## src/rtl/fpsu_pkg.sv

```systemverilog
package fpsu_pkg;
  localparam int FLAG_W = 5;

  typedef enum logic [1:0] {
    OP_FOLD = 2'd0,
    OP_CMPQ = 2'd1,
    OP_CMPS = 2'd2,
    OP_LOAD = 2'd3
  } opKind_e;

  typedef enum logic [1:0] {
    RND_NEAREST = 2'd0,
    RND_ZERO    = 2'd1,
    RND_UP      = 2'd2,
    RND_DOWN    = 2'd3
  } rnd_e;

  typedef struct packed {
    logic              load;
    logic              merge;
    logic              trap;
    logic              accrue;
    logic              writeFcc;
    logic [FLAG_W-1:0] flags;
  } ctrlStrobe_t;
endpackage

```

## src/rtl/fcmpCore.sv

```systemverilog
module fcmpCore #(
  parameter int W     = 32,
  parameter int EXP_W = 8
) (
  input  logic [W-1:0] a,
  input  logic [W-1:0] b,
  input  logic         signalling,
  output logic [1:0]   relation,
  output logic         invalid
);
  localparam int FRAC_W = W - 1 - EXP_W;

  logic [1:0]   isNan, isSnan, isZero;
  logic [W-1:0] key [2];

  for (genvar gi = 0; gi < 2; gi++) begin : gOperand
    logic [W-1:0] v;
    assign v = (gi == 0) ? a : b;
    assign isNan[gi]  = (&v[W-2 -: EXP_W]) && (|v[FRAC_W-1:0]);
    assign isSnan[gi] = isNan[gi] && !v[FRAC_W-1];
    assign isZero[gi] = ~|v[W-2:0];
    // map sign-magnitude onto an unsigned ordering
    assign key[gi] = v[W-1] ? ~v : {1'b1, v[W-2:0]};
  end

  always_comb begin
    if (|isNan)                      relation = 2'b11;
    else if (&isZero)                relation = 2'b00;
    else if (key[0] == key[1])       relation = 2'b00;
    else if (key[0] < key[1])        relation = 2'b01;
    else                             relation = 2'b10;
    invalid = signalling ? (|isNan) : (|isSnan);
  end
endmodule

```

## src/rtl/fsrCtrl.sv

```systemverilog
module fsrCtrl
  import fpsu_pkg::*;
(
  input  logic              start,
  input  opKind_e           op,
  input  logic [FLAG_W-1:0] flagsIn,
  input  logic              cmpInvalid,
  input  logic [FLAG_W-1:0] cexcQ,
  input  logic [FLAG_W-1:0] temQ,
  output ctrlStrobe_t       strobe
);
  logic              isCmp;
  logic [FLAG_W-1:0] newFlags;
  logic [FLAG_W-1:0] mergedCexc;

  always_comb begin
    isCmp    = (op == OP_CMPQ) || (op == OP_CMPS);
    newFlags = '0;
    if (start) begin
      if (op == OP_FOLD)  newFlags = flagsIn;
      else if (isCmp)     newFlags = {cmpInvalid, {(FLAG_W-1){1'b0}}};
    end
    mergedCexc      = cexcQ | newFlags;
    strobe.flags    = newFlags;
    strobe.load     = start && (op == OP_LOAD);
    strobe.merge    = |newFlags;
    strobe.trap     = strobe.merge && (|(mergedCexc & temQ));
    strobe.accrue   = strobe.merge && !strobe.trap;
    strobe.writeFcc = start && isCmp && !strobe.trap;
  end
endmodule

```

## src/rtl/fsrDatapath.sv

```systemverilog
module fsrDatapath
  import fpsu_pkg::*;
#(
  parameter int REG_W    = 64,
  parameter int CEXC_LSB = 0,
  parameter int FTT_LSB  = 14,
  parameter int TEM_LSB  = 23,
  parameter int RND_LSB  = 30,
  parameter int FCC_BASE = 10,
  parameter int FCC_FAR  = 20,
  parameter int FCC_N    = 4,
  parameter int SEL_W    = 2
) (
  input  logic              clk,
  input  logic              rstN,
  input  ctrlStrobe_t       strobe,
  input  logic [SEL_W-1:0]  fccSel,
  input  logic [1:0]        relation,
  input  logic [REG_W-1:0]  loadVal,
  output logic [REG_W-1:0]  fsrQ,
  output logic              trapQ,
  output rnd_e              roundMode,
  output logic [FLAG_W-1:0] cexcQ,
  output logic [FLAG_W-1:0] temQ
);
  localparam int AEXC_LSB     = CEXC_LSB + FLAG_W;
  localparam int FTT_W        = 3;
  localparam logic [FTT_W-1:0] FTT_IEEE = 3'b001;

  logic [REG_W-1:0]  fsrNxt;
  logic [FLAG_W-1:0] merged;
  logic [FCC_N-1:0]  fccHit;

  // per-field write enables
  for (genvar gi = 0; gi < FCC_N; gi++) begin : gFccHit
    assign fccHit[gi] = strobe.writeFcc && (fccSel == SEL_W'(gi));
  end

  function automatic int fccLsb(input int idx);
    return FCC_BASE + ((idx == 0) ? 0 : (FCC_FAR + 2 * idx));
  endfunction

  assign cexcQ = fsrQ[CEXC_LSB +: FLAG_W];
  assign temQ  = fsrQ[TEM_LSB  +: FLAG_W];

  always_comb begin
    fsrNxt = fsrQ;
    merged = cexcQ | strobe.flags;
    if (strobe.load) begin
      fsrNxt = loadVal;
    end else begin
      if (strobe.merge) begin
        fsrNxt[CEXC_LSB +: FLAG_W] = merged;
        if (strobe.trap)
          fsrNxt[FTT_LSB +: FTT_W] = FTT_IEEE;
        if (strobe.accrue)
          fsrNxt[AEXC_LSB +: FLAG_W] = fsrQ[AEXC_LSB +: FLAG_W] | merged;
      end
      for (int i = 0; i < FCC_N; i++)
        if (fccHit[i]) fsrNxt[fccLsb(i) +: 2] = relation;
    end
  end

  always_ff @(posedge clk or negedge rstN) begin
    if (!rstN) begin
      fsrQ  <= '0;
      trapQ <= 1'b0;
    end else begin
      fsrQ  <= fsrNxt;
      trapQ <= strobe.trap;
    end
  end

  always_comb begin
    case (fsrQ[RND_LSB +: 2])
      2'b00:   roundMode = RND_NEAREST;
      2'b01:   roundMode = RND_ZERO;
      2'b10:   roundMode = RND_UP;
      2'b11:   roundMode = RND_DOWN;
      default: roundMode = RND_ZERO;
    endcase
  end
endmodule

```

## src/rtl/fpStatusUnit.sv

```systemverilog
module fpStatusUnit
  import fpsu_pkg::*;
#(
  parameter int OPND_W = 32,
  parameter int REG_W  = 64,
  parameter int SEL_W  = 2
) (
  input  logic              clk,
  input  logic              rstN,
  input  logic              start,
  input  logic [1:0]        opcode,
  input  logic [OPND_W-1:0] opA,
  input  logic [OPND_W-1:0] opB,
  input  logic [SEL_W-1:0]  fccSel,
  input  logic [4:0]        flagsIn,
  output logic [REG_W-1:0]  statusReg,
  output logic              trapPulse,
  output logic [1:0]        roundMode
);
  opKind_e           opKind;
  ctrlStrobe_t       strobe;
  logic [1:0]        relation;
  logic              cmpInvalid;
  logic [FLAG_W-1:0] cexcQ, temQ;
  rnd_e              rndQ;

  assign opKind = opKind_e'(opcode);

  fcmpCore #(.W(OPND_W), .EXP_W(8)) uCmp (
    .a(opA), .b(opB), .signalling(opKind == OP_CMPS),
    .relation(relation), .invalid(cmpInvalid)
  );

  fsrCtrl uCtrl (
    .start(start), .op(opKind), .flagsIn(flagsIn), .cmpInvalid(cmpInvalid),
    .cexcQ(cexcQ), .temQ(temQ), .strobe(strobe)
  );

  fsrDatapath #(.REG_W(REG_W), .SEL_W(SEL_W)) uDp (
    .clk(clk), .rstN(rstN), .strobe(strobe), .fccSel(fccSel),
    .relation(relation), .loadVal({opA, opB}), .fsrQ(statusReg),
    .trapQ(trapPulse), .roundMode(rndQ), .cexcQ(cexcQ), .temQ(temQ)
  );

  assign roundMode = rndQ;
endmodule

```

## config.mk

```make
export PLATFORM = sky130hd
export DESIGN_NAME = fpStatusUnit
export DESIGN_NICKNAME = d
export VERILOG_FILES = /design/src/rtl/fpsu_pkg.sv /design/src/rtl/fcmpCore.sv /design/src/rtl/fsrCtrl.sv /design/src/rtl/fsrDatapath.sv /design/src/rtl/fpStatusUnit.sv
export SDC_FILE = /design/constraint.sdc
export NUM_CORES = 1
export LEC_CHECK = 0
export BUFFER_PORTS_ARGS = -buffer_cell sky130_fd_sc_hd__buf_4
export CORE_MARGIN = 2
export CORE_UTILIZATION = 56
export DETAILED_ROUTE_END_ITERATION = 8
export GPL_TIMING_DRIVEN = 0
export PLACE_DENSITY = 0.93
export SLEW_MARGIN = 20
export SYNTH_ARGS = -nofsm -noshare
export SYNTH_HDL_FRONTEND = slang
export SYNTH_HIERARCHICAL = 1
export SYNTH_SLANG_ARGS = --single-unit
```

## constraint.sdc

```tcl
create_clock -name clk -period 3.02 [get_ports clk]
set_clock_uncertainty 0.2 [all_clocks]
set_input_delay 0.453 -clock clk [delete_from_list [all_inputs] [get_ports clk]]
set_output_delay 0.453 -clock clk [all_outputs]
set_load 0.02 [all_outputs]
```

==> key figures, run 1 <==
Run status
  – Status: complete, but fails checks
  – Failing checks: negative hold slack

Placed design
  – Post-Place Worst Slack: -0.692 ns
  – PortBufs: 142
  – DPL Wire Length: 9950 µm
  – Post-DP Area: 5640 µm²
  – Final estimated routing congestion in global placement: 0.916

Clock tree
  – Clock Path Buffers: 2
  – CTS buffer count: 9
  – CTS H-tree lvls: 3
  – CTS root buf: clkbuf_8
  – CTS tree: yes
  – Worst-path clk slew: 0.07 ns
  – Clock latency on the worst-skew pair: 0.36 ns
  – TritonCTS Sinks: 65

Synth
  – Post-synth top flop: dfrtp_1
  – Top-count cell post-synth: dfrtp_1
  – EDFF count, synth: 0
  – Synth Net Count: 539
  – Mean Syn Cell Area: 10.3 µm²
  – Async SR Flop Fraction: 100%
  – Most instantiated cells after synthesis: dfrtp_1 (65), mux2_2 (49), ha_1 (34)
  – Synthesized instance count: 429
  – Seq/Total Area, Yosys: 36.6%
  – Synth area leaders: dfrtp_1 (37%), mux2_2 (12%), ha_1 (9.6%), xnor2_1 (6.1%), xor2_1 (6.1%)
  – Post-synth top area share: 36.6%
  – Cell Area, Synth: 4440 µm²
  – Warnings, synthesis: 6
  – Synth area leader: dfrtp_1
  – Yosys reg bits: 65
  – Yosys cell types: 52

Layout
  – Post-route cell area: 5940 µm²
  – Nets@finish: 694
  – Syn-to-layout area delta: 33.9%
  – Share of cells above drive strength 1: 43.4%
  – Ant diodes: 0
  – Fillers: 506

Timing
  – Slew Limit Headroom: 46.2%
  – Final hold viol count: 4
  – Setup TNS: 0 ns
  – Max Clock Freq: 341 MHz
  – Final setup fails: 0
  – Hold_ws: -0.00351 ns
  – Post-route setup slack: 0.0871 ns
  – Pins Over Slew Limit: 0
  – Slew @ Worst Pin: 0.807 ns
  – Fin crit share: 97.1%
  – Minimum clock period: 2.93 ns

Routing
  – Via count: 4133
  – Via density: 6.00
  – Routed Antenna Nets: 0
  – WL per Instance: 18.8 µm
  – 1st-pass router iterations: 5
  – Drt total wl: 13000 µm
  – Starting DRT DRC Count: 294
  – DRC: 0

Critical path
  – Worst Setup EP: uDp/fsrQ[11]
  – Crit Path Class: primary input to flop
  – Worst r2r path cells: 7
  – Worst R2R Start: uDp/fsrQ[24]
  – Critical Path AT: 2.96 ns
  – CP Depth: 13
  – Delay-heaviest family, CP: simple AND/OR/NAND/NOR gates
  – Critical path buffer and inverter count: 3
  – Critical Path Sink Type: flop
  – CP max FO: 10
  – Most common cell on crit path: buf_4
  – CP max-delay cell: nor4_2
  – CP cell instances: buf_4 -> buf_4 -> xor2_1 -> ha_1 -> nand4_1 -> nor4_2 -> buf_4 -> nand3_1 -> a211oi_2 -> a31oi_1 -> nand2b_1 -> nand2_1 -> mux2_2
  – CP Launch Type: primary input
  – Required time of the critical path: 3.05 ns
  – CP peak stage delay: 0.36 ns
  – FF-to-FF End: uDp/fsrQ[35]
  – Critical Path Start: opA[31]
  – Worst reg2reg setup slack: 0.82 ns

Global routing
  – Overall Global Routing Usage: 30.4%
  – Initial antenna violation count: 0
  – First-pass GRT wire length: 20500 µm
  – Largest net degree at the start of global routing: 66
  – Total gr overflow: 0
  – Vias in the first global route: 4211

Floorplan
  – Die ar.: 8660 µm²
  – Chip Width: 93.0 µm
  – Starting Density: 57.7%
  – Die Ht: 93.0 µm
  – CORE AREA: 7690 µm²
  – Row Count: 32
  – I/O pin cnt: 143

Power
  – Worst VDD drop: 357 µV
  – Power density over the cells: 541 nW/µm²
  – Pleak: 0.00280 µW

Hold path
  – Hold Crit Class: primary input to asynchronous set/reset pin

Job
  – Max Cap Violations: 0
==> layout make-up <==
class	instances	area (µm²)	share of cell area (%)
Timing Repair Buffer	146	1100	18.4
Tap cell	102	128	2.15
Clock buffer	11	141	2.38
Sequential cell	65	1630	27.4
Buffer	29	220	3.70
Inverter	11	41.3	0.695
Multi-Input combinational cell	322	2650	44.6
Clock inverter	3	42.5	0.716
==> repair_timing <==
action,4_1_cts,5_1_grt
buffers inserted,1,3
resized for setup,7,16
setup endpoints to repair,8,13
hold buffers,0,0
pin swaps,1,6
gates cloned,0,0
==> stage by stage <==
stage          hold slack [ns]  total power (µW)  util (%)  std cells
3_3_place_gp             0.268              2410      73.4        673
6_report              -0.00351              3220      77.3        689
3_5_place_dp             0.278              2460      73.4        673
5_1_grt                 0.0699              3370      77.3        689
4_1_cts                 0.0190              3190      76.2        687
2_1_floorplan          -0.0426              1880         -        429
==> cells in the final DEF, fill, tap and decap left out, types with 3 or more instances in the layout <==
cell and count:
a211oi_2 3, a21oi_1 31, o21ai_1 3, xnor2_1 31
buf_2 4, or3_1 5, clkbuf_1 4, and4_1 4
dfrtp_1 65, buf_6 3, nand2_1 33, nand4_1 12
clkbuf_8 12, buf_4 162, and3_1 3, nand3_1 6
a31oi_1 6, ha_1 34, a21o_1 8, or4_1 3
nor2_1 4, inv_1 11, nor4_1 12, mux2_2 49
xor2_1 31, o21ai_0 11
==> state kept, by name (all words and copies together) (netlist names) <==
name       flops
uDp/fsrQ      64
uDp/trapQ      1
==> power by group <==
part	switching, µW	internal [µW]
registers	113	1050
logic	695	634
clock network	329	393
==> kinds of logic (layout without fill, tap and decap cells) <==
| logic type | after synthesis | after routing | share of synthesized area [%] |
|---|---|---|---|
| AND/OR/NAND/NOR | 100 | 100 | 12.8 |
| AO/OA/AOI/OAI | 77 | 77 | 11.0 |
| flip-flops | 65 | 65 | 36.6 |
| XOR/XNOR | 62 | 62 | 12.2 |
| multiplexers | 49 | 49 | 12.4 |
| buffers and inverters | 42 | 200 | 5.30 |
| adder cells (fa/ha/maj) | 34 | 34 | 9.58 |
==> per-layer routing <==
metal / track usage, % / vias to the layer above / share of wire, %
li1: - / 1855 / -
met1: 37.2 / 1998 / 39
met2: 52.2 / 233 / 50
met3: 6.29 / 47 / 7.8
met4: 13.0 / 0 / 3.2
met5: 0 / - / 0
==> worst min-delay path by stage <==
stage                 startpoint           end  depth (start not counted)
detailed placement  uDp/fsrQ[37]  uDp/fsrQ[37]                          1
CTS                         rstN  uDp/fsrQ[52]                          1
floorplan                   rstN   uDp/fsrQ[0]                          0
finish                      rstN  uDp/fsrQ[51]                          1
global placement    uDp/fsrQ[37]  uDp/fsrQ[37]                          1
global route                rstN  uDp/fsrQ[43]                          1
(Power assumes the default switching activity.)
==> run 2, diff against run 1 <==
--- a/config.mk
+++ b/config.mk
@@ -6,6 +6,7 @@
 export NUM_CORES = 1
 export LEC_CHECK = 0
 export BUFFER_PORTS_ARGS = -buffer_cell sky130_fd_sc_hd__buf_4
+export CORE_ASPECT_RATIO = 0.6
 export CORE_MARGIN = 2
 export CORE_UTILIZATION = 56
 export DETAILED_ROUTE_END_ITERATION = 8
==> key figures, run 2 (synthesis results as in run 1) <==
Floorplan
  – I/O pin cnt: 143 (unchanged)
  – Row Count: 25 (-22%)
  – Starting Density: 57.0% (-0.75 points)
  – CORE AREA: 7790 µm² (+1.3%)
  – Die ar.: 8680 µm² (+0.27%)
  – Chip Width: 119 µm (+28%)
  – Die Ht: 73.0 µm (-22%)

Global routing
  – Largest net degree at the start of global routing: 66 (unchanged)
  – Initial antenna violation count: 0 (unchanged)
  – Vias in the first global route: 4013 (-4.7%)
  – Overall Global Routing Usage: 30.6% (+0.13 points)
  – Total gr overflow: 0 (unchanged)
  – First-pass GRT wire length: 20300 µm (-1.3%)

Routing
  – Via count: 4128 (-0.12%)
  – DRC: 0 (unchanged)
  – Starting DRT DRC Count: 303 (+3.1%)
  – Drt total wl: 13100 µm (+1.1%)
  – Via density: 5.96 (-0.70%)
  – 1st-pass router iterations: 5 (unchanged)
  – WL per Instance: 18.9 µm (+0.50%)
  – Routed Antenna Nets: 0 (unchanged)

Power
  – Worst VDD drop: 437 µV (+22%)
  – Power density over the cells: 568 nW/µm² (+5.0%)
  – Pleak: 0.00283 µW (+1.3%)

Job
  – Max Cap Violations: 0 (unchanged)

Placed design
  – PortBufs: 142 (unchanged)
  – Post-DP Area: 5650 µm² (+0.13%)
  – DPL Wire Length: 9970 µm (+0.20%)
  – Inst Count DP: 679 (+0.89%)
  – Final estimated routing congestion in global placement: 0.933 (+1.9%)

Clock tree
  – CTS tree: yes
  – CTS H-tree lvls: 3 (unchanged)
  – CTS root buf: clkbuf_16
  – CTS buffer count: 9 (unchanged)
  – Worst-path clk slew: 0.06 ns (about the same)
  – Clock Path Buffers: 2 (unchanged)
  – TritonCTS Sinks: 65 (unchanged)
  – Clock latency on the worst-skew pair: 0.33 ns (-0.03 ns)

Layout
  – Share of cells above drive strength 1: 44.3% (+0.83 points)
  – Largest register by flop count: uDp/fsrQ
  – Nets@finish: 691 (-0.43%)
  – Reg area: 1630 µm² (unchanged)
  – Non-filler cells, final: 693 (+0.58%)
  – Flip-flop count of the largest register after layout: 64 (unchanged)
  – Multi-input gate area: 2700 µm² (+2.0%)
  – Ant diodes: 0 (unchanged)
  – Commonest non-fill, non-tap cell in the layout: buf_4
  – Largest regs: uDp/fsrQ (64), uDp/trapQ (1)
  – Final Util: 78.0% (+0.65 points)
  – Syn-to-layout area delta: 36.8%
  – Commonest non-fill, non-tap cells in the layout: buf_4 (160), dfrtp_1 (65), mux2_2 (49)
  – Post-route cell area: 6070 µm² (+2.2%)
  – Fillers: 539 (+6.5%)

Timing
  – Max Clock Freq: 336 MHz (-1.6%)
  – Pins Over Slew Limit: 0 (unchanged)
  – Minimum clock period: 2.98 ns (+0.0474 ns)
  – Final setup fails: 0 (unchanged)
  – Final hold viol count: 0 (-4)
  – Slew @ Worst Pin: 0.816 ns (+0.00875 ns)
  – Slew Limit Headroom: 45.6% (-0.58 points)
  – Fin crit share: 98.7% (+1.6 points)

Hold path
  – Hold Crit Class: primary input to asynchronous set/reset pin

Run status
  – Status: complete, no violations

Critical path
  – Crit Path Class: primary input to flop
  – Required time of the critical path: 3.04 ns (about the same)
  – Critical Path Sink Type: flop
  – CP max FO: 10 (unchanged)
  – Worst r2r path cells: 7 (unchanged)
  – Critical Path AT: 3.00 ns (+0.04 ns)
  – CP Launch Type: primary input
run 2: repair_timing:
item | CTS | global route
endpoints found under the setup margin | 8 | 11
hold buffers | 0 | 0
resized for setup | 16 | 17
pin swaps | 3 | 6
buffers inserted | 0 | 1
run 2: layer usage:
metal	share of wire [%]	up-vias	global-route usage (%)
met2	44	270	46.6
li1	-	1849	-
met1	44	1977	43.1
met5	0	-	0
met3	11	32	8.20
met4	1.6	0	9.39
run 2: where the power goes:
| part | leakage (µW) | internal (µW) | switching [µW] |
|---|---|---|---|
| Combinational | 0.00193 | 629 | 705 |
| Sequential | 0.000777 | 1050 | 116 |
| Clock | 0.000126 | 569 | 379 |
| Total | 0.00283 | 2250 | 1200 |
run 2: path summary, 6_finish.rpt:
check	start	endpoint	slack, ns
min	rstN	uDp/fsrQ[34]	0.02
max in group asynchronous	rstN	uDp/fsrQ[56]	2.07
min reg2reg	uDp/fsrQ[37]	uDp/fsrQ[37]	0.28
min in group clk	opB[15]	uDp/fsrQ[15]	0.16
max reg2reg	uDp/fsrQ[24]	uDp/fsrQ[34]	0.74
max	opA[31]	uDp/fsrQ[33]	0.04
run 2: layout make-up:
| cell class | instances | share of cell area (%) |
|---|---|---|
| Buffer | 29 | 3.67 |
| Clock buffer | 10 | 3.93 |
| Clock inverter | 5 | 0.536 |
| Inverter | 11 | 0.680 |
| Multi-Input combinational cell | 322 | 44.5 |
| Sequential cell | 65 | 26.8 |
| Tap cell | 108 | 2.22 |
| Timing Repair Buffer | 143 | 17.7 |
run 2: worst max-delay path, stage by stage:
cell and delay [ns]:
buf_4 0.14, buf_4 0.20, xor2_1 0.19, ha_1 0.33
nand4_1 0.24, nor4_2 0.33, nand3_1 0.19, a211oi_2 0.26
a31oi_1 0.07, nand2b_1 0.22, nand2_1 0.10, mux2_2 0.27
run 2: through the flow:
step	hold WS, ns	total power, µW	setup WS, ns	TNS (ns)
3_3_place_gp	0.260	2410	-0.578	-4.88
5_1_grt	0.0838	3610	-0.0628	-0.169
3_5_place_dp	0.273	2460	-0.617	-5.48
4_1_cts	0.0414	3420	0.0177	0
6_report	0.0201	3450	0.0397	0
2_1_floorplan	-0.0426	1880	0.0176	0
==> run 3, diff against run 2 <==
--- a/config.mk
+++ b/config.mk
@@ -8,10 +8,10 @@
 export BUFFER_PORTS_ARGS = -buffer_cell sky130_fd_sc_hd__buf_4
 export CORE_ASPECT_RATIO = 0.6
 export CORE_MARGIN = 2
-export CORE_UTILIZATION = 56
+export CORE_UTILIZATION = 52
 export DETAILED_ROUTE_END_ITERATION = 8
 export GPL_TIMING_DRIVEN = 0
-export PLACE_DENSITY = 0.93
+export PLACE_DENSITY = 0.87
 export SLEW_MARGIN = 20
 export SYNTH_ARGS = -nofsm -noshare
 export SYNTH_HDL_FRONTEND = slang
==> constraint.sdc (replaced) <==
create_clock -name clk -period 2.95 [get_ports clk]
set_clock_uncertainty 0.2 [all_clocks]
set_input_delay 0.4425 -clock clk [delete_from_list [all_inputs] [get_ports clk]]
set_output_delay 0.4425 -clock clk [all_outputs]
set_load 0.02 [all_outputs]
==> key figures, run 3 (synthesis results as in run 1) <==
Timing
  – Final setup fails: 0 (unchanged)
  – Max Clock Freq: 347 MHz
  – Slew @ Worst Pin: 0.848 ns (+0.0321 ns)
  – Fin crit share: 97.8%
  – Pins Over Slew Limit: 0 (unchanged)
  – Minimum clock period: 2.88 ns
  – Final hold viol count: 1 (+1)
  – Hold_ws: -0.00129 ns (-0.0214 ns)
  – Slew Limit Headroom: 43.5% (-2.1 points)

Clock tree
  – TritonCTS Sinks: 65 (unchanged)
  – Clock Path Buffers: 2 (unchanged)
  – # hold bufs at CTS: 0 (unchanged)
  – CTS tree: yes
  – CTS buffer count: 9 (unchanged)
  – CTS H-tree lvls: 3 (unchanged)
  – Clock latency on the worst-skew pair: 0.34 ns (about the same)
  – CTS root buf: clkbuf_16
  – Worst-path clk slew: 0.05 ns (about the same)

Run status
  – Failing checks: negative hold slack
  – Status: complete, but fails checks

Floorplan
  – Starting Density: 52.9% (-4.1 points)
  – I/O pin cnt: 143 (unchanged)
  – Die Ht: 75.6 µm (+3.6%)
  – Row Count: 26 (+4.0%)
  – Chip Width: 123 µm (+3.6%)
  – Die ar.: 9320 µm² (+7.3%)
  – CORE AREA: 8390 µm² (+7.8%)

Critical path
  – Worst R2R Start: uDp/fsrQ[24]
  – Worst Setup EP: uDp/fsrQ[33]
  – CP max FO: 10 (unchanged)
  – Worst r2r path cells: 7 (unchanged)
  – Worst reg2reg setup slack: 0.63 ns (-0.11 ns)
  – Critical Path Start: opA[31]
  – Crit Path Class: primary input to flop
  – FF-to-FF End: uDp/fsrQ[11]
  – Critical Path AT: 2.90 ns (-0.10 ns)
  – CP Launch Type: primary input
  – Critical Path Sink Type: flop
  – Required time of the critical path: 2.97 ns (-0.07 ns)

Power
  – Worst VDD drop: 396 µV (-9.4%)
  – Power density over the cells: 596 nW/µm² (+4.9%)
  – Pleak: 0.00286 µW (+0.85%)

Layout
  – Syn-to-layout area delta: 37.6%
  – Commonest non-fill, non-tap cell in the layout: buf_4
  – Final Util: 72.8% (-5.2 points)
  – Non-filler cells, final: 699 (+0.87%)
  – Multi-input gate area: 2680 µm² (-0.74%)
  – Largest register by flop count: uDp/fsrQ
  – Nets@finish: 693 (+0.29%)
  – Share of cells above drive strength 1: 44.5% (+0.19 points)
  – Commonest non-fill, non-tap cells in the layout: buf_4 (161), dfrtp_1 (65), mux2_2 (49)
  – Flip-flop count of the largest register after layout: 64 (unchanged)
  – Largest regs: uDp/fsrQ (64), uDp/trapQ (1)
  – Fillers: 611 (+13%)
  – Ant diodes: 0 (unchanged)
  – Reg area: 1630 µm² (unchanged)

Global routing
  – First-pass GRT wire length: 20600 µm (+1.5%)
  – Overall Global Routing Usage: 29.5% (-1.1 points)
  – Initial antenna violation count: 0 (unchanged)
  – Total gr overflow: 0 (unchanged)
  – Vias in the first global route: 4073 (+1.5%)
  – Largest net degree at the start of global routing: 66 (unchanged)

Routing
  – 1st-pass router iterations: 5 (unchanged)
  – DRC: 0 (unchanged)
  – Routed Antenna Nets: 0 (unchanged)
  – WL per Instance: 19.3 µm (+2.0%)
  – Via density: 5.83 (-2.2%)
  – Starting DRT DRC Count: 239 (-21%)
  – Via count: 4073 (-1.3%)
  – Drt total wl: 13500 µm (+2.9%)

Hold path
  – Hold Crit Class: primary input to asynchronous set/reset pin

Job
  – Max Cap Violations: 0 (unchanged)

Placed design
  – PortBufs: 142 (unchanged)
  – Inst Count DP: 683 (+0.59%)
  – DPL Wire Length: 10300 µm (+3.1%)
  – Final estimated routing congestion in global placement: 0.902 (-3.3%)
run 3: cell count changes in the layout (fill, tap and decap cells not counted), sizes merged:
cell / delta
clkbuf: +2
bufinv: +1
buf: +2
clkinvlp: -3
run 3: per-stage QoR:
step                      total power [µW]  area (µm²)  setup TNS (ns)  worst slack, ns  hold slack (ns)
after floorplan                       1930        4450               0           0.0299          -0.0531
after global placement                2480        5660           -4.56           -0.447            0.260
after detailed placement              2530        5660           -5.82           -0.574            0.269
after CTS                             3630        6040               0         0.000253           0.0441
after global routing                  3810        6110         -0.0989          -0.0272           0.0951
final                                 3640        6110               0           0.0661         -0.00129
run 3: worst min path at each step:
stage                               to  slack, ns  cells after the start
after floorplan            uDp/fsrQ[0]      -0.05                      0
after global placement    uDp/fsrQ[37]       0.26                      1
after detailed placement  uDp/fsrQ[36]       0.27                      1
after CTS                 uDp/fsrQ[46]       0.04                      1
after global routing      uDp/fsrQ[46]        0.1                      1
final                     uDp/fsrQ[11]     -0.001                      1
run 3: what timing repair did:
item                       in CTS  in global routing
setup buffers                   0                  3
hold endpoints to repair        0                  0
setup endpoints to repair       8                 14
gates resized for setup        20                 11
pin swaps                       1                 10
cloned                          0                  0
run 3: worst max-delay path, cell delays in order:
cell	delay, ns
buf_4	0.14
buf_4	0.20
xor2_1	0.18
ha_1	0.32
nand4_1	0.24
nor2_1	0.10
a221oi_1	0.28
nor3b_2	0.30
a31oi_1	0.13
nand2b_1	0.19
nand2_1	0.10
mux2_2	0.27
run 3: cell type report:
type	count	share of cell area [%]
inverters	11	0.676
clock inverters	3	0.655
repair buffers	145	17.8
well taps	112	2.29
clock buffers	12	4.20
plain buffers	29	3.81
flip-flops and latches	65	26.6
multi-input cells	322	43.9
run 3: report_power, final:
part	switching [µW]	internal (µW)	total, µW
Clock	385	692	1080
Sequential	120	1080	1200
Combinational	717	647	1360
run 3: metal layers:
metal | share of wire (%) | routed length [µm] | track usage, % | vias to the layer above
li1 | - | - | - | 1851
met1 | 43 | 5860 | 40.1 | 1970
met2 | 45 | 6010 | 45.8 | 223
met3 | 10 | 1350 | 8.46 | 29
met4 | 1.9 | 260 | 10.2 | 0
met5 | 0 | 0 | 0 | -
